==> config.mk <==
export PLATFORM = sky130hd
export DESIGN_NAME = wide_residue_packer
export DESIGN_NICKNAME = d
export VERILOG_FILES = /design/src/rtl/wide_residue_packer.sv
export SDC_FILE = /design/constraint.sdc
export NUM_CORES = 1
export LEC_CHECK = 0
export ABC_AREA = 1
export BUFFER_PORTS_ARGS = -buffer_cell sky130_fd_sc_hd__buf_4
export CORE_ASPECT_RATIO = 1.2
export CORE_MARGIN = 4
export CORE_UTILIZATION = 49
export CTS_CLUSTER_DIAMETER = 120
export DETAILED_ROUTE_END_ITERATION = 10
export PLACE_DENSITY = 0.77
export SYNTH_ARGS = -nofsm -noshare
export SYNTH_HDL_FRONTEND = slang
export SYNTH_SLANG_ARGS = --single-unit
==> constraint.sdc <==
create_clock -name clk -period 1.6 [get_ports clk]
set_clock_uncertainty 0.15 [all_clocks]
set_input_delay 0.24 -clock clk [delete_from_list [all_inputs] [get_ports clk]]
set_output_delay 0.24 -clock clk [all_outputs]
set_load 0.02 [all_outputs]
==> src/rtl/wide_residue_packer.sv <==
module wide_residue_packer (
  input  logic        clk,
  input  logic        rst_n,
  input  logic        in_valid,
  input  logic [7:0]  in_data,
  input  logic        in_last,
  input  logic        rx_dir,
  input  logic        hold_en,
  input  logic        flush,
  output logic        out_valid,
  output logic [15:0] out_data,
  output logic [1:0]  out_be,
  output logic        res_held
);

  logic [7:0] lo_byte;
  logic       lo_v;
  logic       carry;

  wire keep_odd = hold_en & rx_dir;

  assign res_held = lo_v & carry;

  always_ff @(posedge clk) begin
    if (!rst_n) begin
      lo_byte   <= '0;
      lo_v      <= 1'b0;
      carry     <= 1'b0;
      out_valid <= 1'b0;
      out_data  <= '0;
      out_be    <= 2'b00;
    end else begin
      out_valid <= 1'b0;
      out_be    <= 2'b00;
      if (in_valid) begin
        if (lo_v) begin
          out_valid <= 1'b1;
          out_data  <= {in_data, lo_byte};
          out_be    <= 2'b11;
          lo_v      <= 1'b0;
          carry     <= 1'b0;
        end else if (in_last && !keep_odd) begin
          out_valid <= 1'b1;
          out_data  <= {8'h00, in_data};
          out_be    <= 2'b01;
        end else begin
          lo_byte <= in_data;
          lo_v    <= 1'b1;
          carry   <= in_last;
        end
      end else if (flush && lo_v && carry) begin
        out_valid <= 1'b1;
        out_data  <= {8'h00, lo_byte};
        out_be    <= 2'b01;
        lo_v      <= 1'b0;
        carry     <= 1'b0;
      end
    end
  end

  assert_be_legal_R10: assert property (@(posedge clk) disable iff (!rst_n)
    out_valid |-> (out_be == 2'b11 || out_be == 2'b01));

  assert_be_idle_R10: assert property (@(posedge clk) disable iff (!rst_n)
    !out_valid |-> out_be == 2'b00);

  assert_hold_R3: assert property (@(posedge clk) disable iff (!rst_n)
    (in_valid && in_last && hold_en && rx_dir && !lo_v) |=> (res_held && !out_valid));

  assert_merge_R4: assert property (@(posedge clk) disable iff (!rst_n)
    (res_held && in_valid) |=> (out_valid && out_be == 2'b11 && !res_held &&
                                out_data[15:8] == $past(in_data)));

  assert_nohold_R6: assert property (@(posedge clk) disable iff (!rst_n)
    (in_valid && in_last && !hold_en && !lo_v) |=> (out_valid && out_be == 2'b01 && !res_held));

  assert_send_R7: assert property (@(posedge clk) disable iff (!rst_n)
    (in_valid && in_last && !rx_dir && !lo_v) |=> (out_valid && out_be == 2'b01));

  assert_flush_R8: assert property (@(posedge clk) disable iff (!rst_n)
    (res_held && flush && !in_valid) |=> (out_valid && out_be == 2'b01 && !res_held));

  assert_flush_empty_R9: assert property (@(posedge clk) disable iff (!rst_n)
    (!lo_v && flush && !in_valid) |=> !out_valid);

endmodule

Word-level counts from Yosys, hierarchy flattened
Cells that the tools add are included.

storage, ports and cells
  bits in registers = 29
  input bits = 15
  output and inout bits = 20
  logic and storage cells = 39

cells by class
  equality and inequality tests = 2
  multiplexer cells = 19
  bitwise logic cells = 4
  reductions and logical operators = 8

operators by type and width
  kind                                            count
  two-way mux 16 bit                              4
  two-way mux 1 bit                               13
  two-way mux 2 bit                               2
  AND reduction 2 bit                             2
  logical AND 1 bit                               3
  != test 3 x 1 -> 1 bit (second input constant)  1
  != test 3 bit (second input constant)           1
  AND reduction 3 bit                             1
  bitwise AND 1 bit                               2
  NOT 1 bit                                       2
  nonzero test 2 bit                              1
  logical NOT 1 bit                               1

Longest topological paths before layout
Gate-level depths: netlist of the first run.

  depth in word-level cells = 6
  mapped depth = 7
  gate-level depth less buffers = 7

Worst setup path after synthesis of the first run
OpenSTA, ideal clock, no wires.

  kind = register to register
  start = register lo_v
  end = register lo_byte[6]
  library setup time = 119 ps
  data arrival time = 942 ps
  required time = 1331 ps
  slack = 388 ps
  stages on the path, launching flop included = 6
  path buffers = 1
  clock period less this slack = 1212 ps
  path through = dfxtp_1 nor2_8 nand2_4 buf_2 o21ai_0 a21oi_1

between the ends
  word-level cells in the longest chain between the ends = 2

ends and longest elaborated chain
  element                        line  RTL
  start, declared                17    logic lo_v;
  start signal, assigned         27    lo_v <= 1'b0;
  start signal, assigned         40    lo_v <= 1'b0;
  start signal, assigned         48    lo_v <= 1'b1;
  NOT 1 bit (no line)            n/a
  AND reduction 3 bit (no line)  n/a
  end signal, assigned           47    lo_byte <= in_data;
  end, declared                  16    logic [7:0] lo_byte;

No other way between the ends.
A chain may end at the register's enable or synchronous reset.

Worst setup path after layout of the first run
  start = register lo_v
  end = output port res_held

between the ends
  word-level cells in the longest chain between the ends = 1

ends and longest elaborated chain
  element            line  RTL
  bitwise AND 1 bit  22    assign res_held = lo_v & carry;
  end, declared      13    output logic res_held

No other way between the ends.

==> results.ini, run 1 <==
[outcome]
status = finished clean

[placement]
place_ws_ns = 0.122
postPlaceCellArea_um2 = 1400
port_buffers = 34
dpl.hpwl_mm = 1.93
place_congestion = 0.862

[timing]
fin_ws_ns = 0.185
timing.fmax_mhz = 707
finalHoldViolations = 0
fin_crit_sh_pct = 88.4
min_period_ns = 1.41
finalSetupTns_ns = 0
max_slew_margin_pct = 82.8
drv_slew = 0
rsz0062_at_grt = false
setup_viol = 0
worstMarginPinSlew_ns = 0.257

[run]
drv_cap = 0

[drt]
wl_met1_mm = 1.07
drt_iter0_drc = 36
met3WireLength_um = 211
antenna_left = 0
wirelength_mm = 2.59
viasPerCell = 5.05
dr_total_vias = 1115
first_pass_iters = 5
drcViolationCount = 0
detail_route.wl_per_cell_um = 11.7
routed.top_layer = met4
met2_length_mm = 1.26

[clock_tree]
cts_sinks = 28
htreeDepth = 1
cts_made_buffers = 3
root_buffer = clkbuf_4
postCtsSetupRepairBufs = 0
tritoncts = yes
clock_path_buffers = 2
path_clk_slew_ns = 0.14
insertion_delay_ns = 0.32

[die]
core_area_um2 = 2140
initial_core_util_pct = 53.4
die_h_um = 60.9
dieArea_um2 = 3170
die_w_um = 52.1
row_count = 18
io_pins = 35

[worst_setup_path]
r2r-end = out_data[7]
path_max_fanout = 5
worstSetupEndpointType = output pin
worstSetupPathType = reg2out
r2r_slack_ns = 0.22
r2r_cells = 6
r2r_start = lo_v
slowest_stage = dfxtp_2
worstPathArrival_ns = 1.02
critPathMaxStageDelay_ns = 0.45
crit_required_ns = 1.21
cp-start-kind = flop
path_cells = nand2_1, inv_1, buf_4

[global_routing]
grt-ovfl-total = 0
grt_usage_pct = 17.5
grt_max_degree = 24
antenna_found_initial = 0
grt_pass1_wl_mm = 4.17
grt_pass1_vias = 1035

[synth]
synth_nets = 168
yosysWarnings = 0
syn_avg_cell_area_um2 = 7.47
syn_inst = 153
synth_cell_types = 20
synth_area_um2 = 1140
synth-seq-cells = 28
ys_seq_area_share_pct = 49.1

[final_layout]
final_area_um2 = 1490
areaGrowthSynthToFinish_pct = 30.6
fin_util_pct = 69.7
fill_cells = 182
drive_gt1_share_pct = 25.7
layout.nets = 207
antennaDiodeCount = 0

[worst_hold_path]
hold_path.class = in2reg
whs_endpoint = out_data[13]
min_from = in_data[5]
hold_depth = 3

[pwr]
p_leak_nw = 0.746
ir_drop_v = 0.000671
power_density_nw_per_um2 = 890

Yosys cell counts:
| cell | number | area (um2) |
|---|---|---|
| inv_2 | 2 | 7.51 |
| nor2_2 | 1 | 6.26 |
| nand3_1 | 13 | 65.1 |
| buf_1 | 1 | 3.75 |
| buf_6 | 1 | 11.3 |
| nand2_4 | 2 | 22.5 |
| clkbuf_1 | 1 | 3.75 |
| nand2_2 | 1 | 6.26 |
| o21ai_0 | 16 | 80.1 |
| inv_1 | 5 | 18.8 |
| buf_2 | 1 | 5.00 |
| nand2_1 | 55 | 206 |
| nand3_2 | 1 | 10.0 |
| nor2_8 | 1 | 20.0 |
| a21oi_1 | 6 | 30.0 |
| nor2_1 | 14 | 52.6 |
| dfxtp_1 | 28 | 561 |
| nand4_1 | 1 | 6.26 |
| nor2_4 | 1 | 11.3 |
| buf_4 | 2 | 15.0 |
flip-flops by register name, indices dropped and copies added (netlist names):
register,count
lo_byte,8
out_data,16
out_be,2
lo_v,1
carry,1
critical path, delay by kind of cell, from the launching register on:
family                 cells  cell delay [ns]
AND/OR/NAND/NOR            1             0.07
flip-flops                 1             0.45
buffers and inverters      2             0.19
routing by layer:
layer / up-vias / global-route usage, %
li1: 564 / -
met1: 490 / 19.9
met2: 52 / 31.2
met3: 9 / 3.19
met4: 0 / 8.24
met5: - / 0
placed cells by master, fill, tap and decap left out, drive strengths merged:
| cell | Yosys | layout |
|---|---|---|
| clkbuf | 1 | 4 |
| dfxtp | 28 | 28 |
| nand4 | 1 | 1 |
| dlygate4sd3 | 0 | 5 |
| nand3 | 14 | 14 |
| buf | 5 | 35 |
| o21ai | 16 | 16 |
| nor2 | 17 | 17 |
| a21oi | 6 | 6 |
| nand2 | 58 | 58 |
| inv | 7 | 7 |
how the worst max path moves through the flow:
stage | from | end | slack, ns | cells past startpoint
final | lo_v | res_held | 0.19 | 3
after global routing | lo_v | out_data[7] | 0.09 | 6
after CTS | lo_v | res_held | 0.06 | 3
after detailed placement | in_valid | out_data[7] | 0.12 | 8
after global placement | in_valid | out_data[7] | 0.17 | 8
after floorplan | lo_v | lo_byte[6] | 0.39 | 5
logic make-up after synthesis:
kind of cell	Yosys count	synth area share, %
buffers and inverters	13	5.69
DFF	28	49.1
AOI/OAI and AO/OA	22	9.64
and+or+nand+nor	90	35.6
area by class of cell:
| cell class | count | area [um2] | area share (%) |
|---|---|---|---|
| Clock buffer | 4 | 36.3 | 2.43 |
| Inverter | 7 | 26.3 | 1.76 |
| Multi-Input combinational cell | 112 | 517 | 34.6 |
| Sequential cell | 28 | 562 | 37.7 |
| Tap cell | 30 | 37.5 | 2.52 |
| Timing Repair Buffer | 40 | 313 | 21.0 |
report_power, final:
group / internal [mW] / total [mW] / switching, mW
sequential: 0.735 / 0.757 / 0.0218
combinational: 0.0948 / 0.230 / 0.135
clock: 0.139 / 0.339 / 0.200
total: 0.970 / 1.33 / 0.357
per-stage QoR:
step / total power, mW / hold slack (ns) / cells
6_report: 1.33 / 0.0258 / 221
3_5_place_dp: 0.992 / 0.294 / 212
2_1_floorplan: 0.908 / 0.200 / 153
3_3_place_gp: 0.989 / 0.294 / 212
4_1_cts: 1.33 / 0.0203 / 221
5_1_grt: 1.39 / 0.0250 / 221
repair_timing:
action / 4_1_cts / 5_1_grt
endpoints found under the hold margin: 5 / 0
endpoints found under the setup margin: 0 / 8
hold buffers: 5 / 0
gates resized for setup: 0 / 1
(Power assumes the default switching activity.)
==> inputs of run 2 (changes only) <==
--- a/config.mk
+++ b/config.mk
@@ -6,13 +6,16 @@
 export NUM_CORES = 1
 export LEC_CHECK = 0
 export ABC_AREA = 1
-export BUFFER_PORTS_ARGS = -buffer_cell sky130_fd_sc_hd__buf_4
+export CELL_PAD_IN_SITES_DETAIL_PLACEMENT = 1
+export CELL_PAD_IN_SITES_GLOBAL_PLACEMENT = 1
 export CORE_ASPECT_RATIO = 1.2
 export CORE_MARGIN = 4
-export CORE_UTILIZATION = 49
+export CORE_UTILIZATION = 42
 export CTS_CLUSTER_DIAMETER = 120
 export DETAILED_ROUTE_END_ITERATION = 10
-export PLACE_DENSITY = 0.77
+export DONT_BUFFER_PORTS = 1
+export PLACE_DENSITY_LB_ADDON = 0.1
+export SLEW_MARGIN = 15
 export SYNTH_ARGS = -nofsm -noshare
 export SYNTH_HDL_FRONTEND = slang
 export SYNTH_SLANG_ARGS = --single-unit
==> run 2 against run 1 <==
Effect of this change:
- worst hold slack better by 0.023 ns
- highest routed layer unchanged
- combinational power down 25%
- final area down 10%
- first-iteration DRC count down 28%
- critical path depth unchanged
- global-route usage up 1.9 points
- cell count down 10%
- register-to-register slack worse by 0.04 ns
==> results.ini, run 2 (same netlist as run 1, synthesis figures left out) <==
[outcome]
status = finished clean

[worst_setup_path]
r2r_slack_ns = 0.18  ; -0.04 ns
worstSetupPathType = reg2out
path_max_fanout = 8  ; +3
worstPathArrival_ns = 1.13  ; +0.11 ns
worstSetupEndpointType = output pin
cp-start-kind = flop
crit_required_ns = 1.21  ; about the same

[final_layout]
reg_top3 = out_data (16), lo_byte (8), out_be (2)
areaGrowthSynthToFinish_pct = 17.0
final_common_cell = nand2_1
largest_register_ffs = 16  ; unchanged
drive_gt1_share_pct = 9.70  ; -16 points
antennaDiodeCount = 0  ; unchanged
largest-register = out_data
stdcell_count = 198  ; -10%
final_cell_mix = nand2_1, dfxtp_1, o21ai_0
layout.nets = 181  ; -13%
fill_cells = 337  ; +85%

[drt]
drt_iter0_drc = 26  ; -28%
antenna_left = 0  ; unchanged
drcViolationCount = 0  ; unchanged
first_pass_iters = 4  ; -1
viasPerCell = 5.27  ; +4.5%
dr_total_vias = 1044  ; -6.4%
detail_route.wl_per_cell_um = 16.2  ; +38%
wirelength_mm = 3.20  ; +23%

[clock_tree]
htreeDepth = 1  ; unchanged
root_buffer = clkbuf_4
cts_sinks = 28  ; unchanged
path_clk_slew_ns = 0.16  ; +0.02 ns
cts_made_buffers = 3  ; unchanged
insertion_delay_ns = 0.33  ; about the same
clock_path_buffers = 2  ; unchanged
tritoncts = yes

[run]
drv_cap = 0  ; unchanged

[timing]
max_slew_margin_pct = 50.3  ; -33 points
min_period_ns = 1.52  ; +0.104 ns
drv_slew = 0  ; unchanged
hold_ws_ns = 0.0486  ; +0.0228 ns
timing.fmax_mhz = 659  ; -6.8%
finalHoldViolations = 0  ; unchanged
setup_viol = 0  ; unchanged
worstMarginPinSlew_ns = 0.744  ; +0.487 ns
fin_crit_sh_pct = 94.9  ; +6.5 points

[placement]
dpl.hpwl_mm = 2.14  ; +11%
port_buffers = 0  ; -100%
placed_cells = 181  ; -15%
place_congestion = 0.761  ; -12%

[die]
die_w_um = 55.6  ; +6.8%
core_area_um2 = 2580  ; +20%
io_pins = 35  ; unchanged
initial_core_util_pct = 44.3  ; -9.1 points
die_h_um = 65.1  ; +7.0%
row_count = 20  ; +2
dieArea_um2 = 3620  ; +14%

[pwr]
ir_drop_v = 0.000485  ; -28%
p_leak_nw = 0.613  ; -18%
power_mw = 1.42  ; +7.3%
power_density_nw_per_um2 = 1070  ; +20%

[worst_hold_path]
hold_path.class = in2reg

[global_routing]
grt-ovfl-total = 0  ; unchanged
grt_pass1_wl_mm = 5.42  ; +30%
grt_usage_pct = 19.3  ; +1.9 points
grt_max_degree = 23  ; -4.2%
grt_pass1_vias = 1096  ; +5.9%
antenna_found_initial = 0  ; unchanged

## run 2: worst paths after layout
check | depth (start not counted) | from | to
setup / recovery | 3 | lo_v | res_held
hold / removal | 5 | rx_dir | carry
setup reg to reg | 7 | lo_v | out_data[3]
hold reg to reg | 2 | lo_byte[6] | lo_byte[6]
## run 2: final cells by class
| cell class | count | area [um2] | area share [%] |
|---|---|---|---|
| clock buffer | 3 | 22.5 | 1.69 |
| clock inverter | 1 | 30.0 | 2.25 |
| inverter | 7 | 26.3 | 1.97 |
| multi-input combinational | 112 | 517 | 38.7 |
| sequential | 28 | 564 | 42.2 |
| tap | 33 | 41.3 | 3.09 |
| timing repair buffer | 14 | 135 | 10.1 |
## run 2: through the flow
step	area, um2	TNS [ns]	setup WS (ns)	utilization [%]
final	1340	0	0.0818	51.8
after global routing	1340	-0.000392	-0.000392	51.8
after CTS	1320	0	0.0238	51.1
after detailed placement	1150	0	0.108	44.7
after global placement	1150	0	0.163	44.7
after floorplan	1140	0	0.388	-
## run 2: worst max-delay path: stages, from the launching register on
cell and delay (ns):
dfxtp_4 0.43, buf_4 0.17, nand2_1 0.05, inv_1 0.15
## run 2: per-layer routing
layer	wire [um]	vias to the layer above	share of wire [%]	GRT usage, %
met5	0	-	0	0
met4	40	0	1.3	8.21
met3	156	4	4.9	4.13
met2	1640	27	51	34.3
met1	1370	500	43	22.3
li1	-	513	-	-
## run 2: power by group
| group | total (mW) | switching, mW | internal (mW) |
|---|---|---|---|
| Sequential | 0.783 | 0.0481 | 0.735 |
| Combinational | 0.173 | 0.110 | 0.0632 |
| Clock | 0.468 | 0.214 | 0.253 |
## run 2: repair_timing
action / in CTS / in global routing
setup endpoints to repair: 1 / 1
gates cloned: 0 / 0
gates resized for setup: 1 / 1
endpoints found under the hold margin: 27 / 1
hold buffers: 11 / 1
buffers inserted: 0 / 1
==> inputs of run 3 (changes only) <==
--- a/config.mk
+++ b/config.mk
@@ -6,14 +6,14 @@
 export NUM_CORES = 1
 export LEC_CHECK = 0
 export ABC_AREA = 1
+export BUFFER_PORTS_ARGS = -buffer_cell sky130_fd_sc_hd__buf_4
 export CELL_PAD_IN_SITES_DETAIL_PLACEMENT = 1
 export CELL_PAD_IN_SITES_GLOBAL_PLACEMENT = 1
 export CORE_ASPECT_RATIO = 1.2
 export CORE_MARGIN = 4
-export CORE_UTILIZATION = 42
+export CORE_UTILIZATION = 37
 export CTS_CLUSTER_DIAMETER = 120
 export DETAILED_ROUTE_END_ITERATION = 10
-export DONT_BUFFER_PORTS = 1
 export PLACE_DENSITY_LB_ADDON = 0.1
 export SLEW_MARGIN = 15
 export SYNTH_ARGS = -nofsm -noshare
==> constraint.sdc (replaced) <==
create_clock -name clk -period 1.9 [get_ports clk]
set_clock_uncertainty 0.15 [all_clocks]
set_input_delay 0.285 -clock clk [delete_from_list [all_inputs] [get_ports clk]]
set_output_delay 0.285 -clock clk [all_outputs]
set_load 0.02 [all_outputs]
==> run 3 against run 2 <==
Effect of this change:
- non-clock buffer count rose by 20
- sequential power is 18% lower
- utilization fell by 1.1 points
- sequential share of layout area decreased by 3.7 points
- final area up 8.8%
- worst hold slack got worse by 0.040 ns
- clock power is 15% lower
- register-to-register slack better by 0.04 ns
- largest cell class unchanged
- via count rose by 6.3%
- routed wire length is 4.4% lower
- setup slack gained 0.077 ns
- highest routed layer unchanged
==> results.ini, run 3 (same netlist as run 1, synthesis figures left out) <==
[pwr]
p_int_uw = 904  ; -14%
power_density_nw_per_um2 = 844  ; -21%
sequentialPowerShare_pct = 52.1  ; -2.9 points
power_mw = 1.23  ; -14%
combPwrFrac_pct = 15.3  ; +3.1 points
ir_drop_v = 0.000398  ; -18%
power.share.clock_pct = 32.5  ; -0.3 points
p_leak_nw = 0.726  ; +19%
sw_frac_of_total_pct = 26.3  ; +0.16 points
p_switching_uw = 323  ; -13%

[final_layout]
areaGrowthSynthToFinish_pct = 27.3
final_common_cell = nand2_1
stdcell_count = 219  ; +11%
drive_gt1_share_pct = 25.4  ; +16 points
fill_cells = 376  ; +12%
antennaDiodeCount = 0  ; unchanged
reg_top3 = out_data (16), lo_byte (8), out_be (2)
multi_input_area_um2 = 517  ; unchanged
final_area_um2 = 1450  ; +8.8%
largest-register = out_data
seq_area_um2 = 561  ; -0.67%
layout.nets = 201  ; +11%
largest_register_ffs = 16  ; unchanged
final_cell_mix = nand2_1, buf_4, dfxtp_1

[worst_setup_path]
worstSetupEndpointType = output pin
worstSetupPathType = reg2out
critPathMaxStageDelay_ns = 0.67  ; +0.24 ns
r2r_cells = 6  ; -1
slowest_stage = dfxtp_1
cp-start-kind = flop
r2r-end = out_data[4]
crit_required_ns = 1.46  ; +0.25 ns
critical_path_buf_inv_count = 2  ; unchanged
critical-path-top-delay-family = flip-flops
r2r_start = lo_v
path_max_fanout = 12  ; +4
worstPathArrival_ns = 1.31  ; +0.18 ns
r2r_slack_ns = 0.22  ; +0.04 ns
path_cells = nand2_1, inv_1, buf_4

[clock_tree]
root_buffer = clkbuf_4
path_clk_slew_ns = 0.16  ; about the same
clock_path_buffers = 2  ; unchanged
tritoncts = yes
cts.repair.resized = 0  ; -1
insertion_delay_ns = 0.33  ; about the same
hold_buffers = 0  ; -11
htreeDepth = 1  ; unchanged
cts_made_buffers = 3  ; unchanged
postCtsSetupRepairBufs = 0  ; unchanged
cts_sinks = 28  ; unchanged

[die]
dieArea_um2 = 4040  ; +12%
die_h_um = 68.9  ; +5.7%
row_count = 21  ; +5.0%
initial_core_util_pct = 39.9  ; -4.4 points
die_w_um = 58.7  ; +5.6%
io_pins = 35  ; unchanged
core_area_um2 = 2860  ; +11%

[worst_hold_path]
whs_endpoint = out_data[15]
min_from = in_data[7]
hold_path.class = in2reg
hold_depth = 3  ; -2

[timing]
finalSetupTns_ns = 0  ; unchanged
drv_slew = 0  ; unchanged
worstMarginPinSlew_ns = 0.508  ; -0.236 ns
fin_crit_sh_pct = 91.7
timing.fmax_mhz = 574
finalHoldViolations = 0  ; unchanged
min_period_ns = 1.74
setup_viol = 0  ; unchanged
max_slew_margin_pct = 66.1  ; +16 points
rsz0062_at_grt = false
hold_ws_ns = 0.00874  ; -0.0398 ns

[global_routing]
grt_pass1_vias = 1124  ; +2.6%
grt_pass1_wl_mm = 5.04  ; -7.1%
antenna_found_initial = 0  ; unchanged
grt_max_degree = 24  ; +4.3%
grt_usage_pct = 16.2  ; -3.1 points
grt-ovfl-total = 0  ; unchanged

[drt]
detail_route.wl_per_cell_um = 14.0  ; -14%
first_pass_iters = 4  ; unchanged
viasPerCell = 5.07  ; -3.9%
wirelength_mm = 3.06  ; -4.4%
antenna_left = 0  ; unchanged
drcViolationCount = 0  ; unchanged
drt_iter0_drc = 38  ; +46%
dr_total_vias = 1110  ; +6.3%

[placement]
place_congestion = 0.867  ; +14%
port_buffers = 34  ; +34
dpl.hpwl_mm = 2.26  ; +5.3%
placed_cells = 215  ; +19%
postPlaceCellArea_um2 = 1400  ; +22%

[outcome]
status = finished clean

[run]
drv_cap = 0  ; unchanged

-- run 3: worst max-delay path by stage --
stage               start          end  slack (ns)  cells after the start
floorplan            lo_v     res_held        0.66                      3
global placement     lo_v  out_data[2]        0.32                      6
detailed placement   lo_v  out_data[7]        0.25                      6
CTS                  lo_v     res_held        0.15                      3
global route         lo_v     res_held        0.07                      3
finish               lo_v     res_held        0.16                      3
-- run 3: metrics by stage --
step | setup WS (ns) | utilization (%)
2_1_floorplan | 0.661 | -
3_3_place_gp | 0.320 | 48.9
3_5_place_dp | 0.250 | 48.9
4_1_cts | 0.148 | 50.8
5_1_grt | 0.0652 | 50.8
6_report | 0.158 | 50.8
-- run 3: final cells by class --
class / instances / share of cell area [%]
sequential: 28 / 38.6
clock buffer: 3 / 1.55
multi-input combinational: 112 / 35.5
clock inverter: 1 / 2.07
inverter: 7 / 1.81
timing repair buffer: 34 / 17.6
tap: 34 / 2.93
-- run 3: tightest hold or removal path: cells and delay by family --
family | cells | cell delay, ns
buf+inv | 1 | 0.09
simple gates | 2 | 0.10
-- run 3: metal layers --
metal	global-route usage (%)	vias to the layer above	share of wire (%)
met4	7.37	0	1.3
met1	19.7	527	45
met2	27.8	24	48
met3	2.79	5	5.1
met5	0	-	0
li1	-	554	-
-- run 3: power groups by stage --
stage | sequential, mW | clock (mW) | combinational (mW)
floorplan | 0.665 | 0 | 0.0990
global placement | 0.651 | 0 | 0.185
detailed placement | 0.653 | 0 | 0.189
CTS | 0.640 | 0.408 | 0.191
global route | 0.644 | 0.436 | 0.210
finish | 0.640 | 0.399 | 0.188
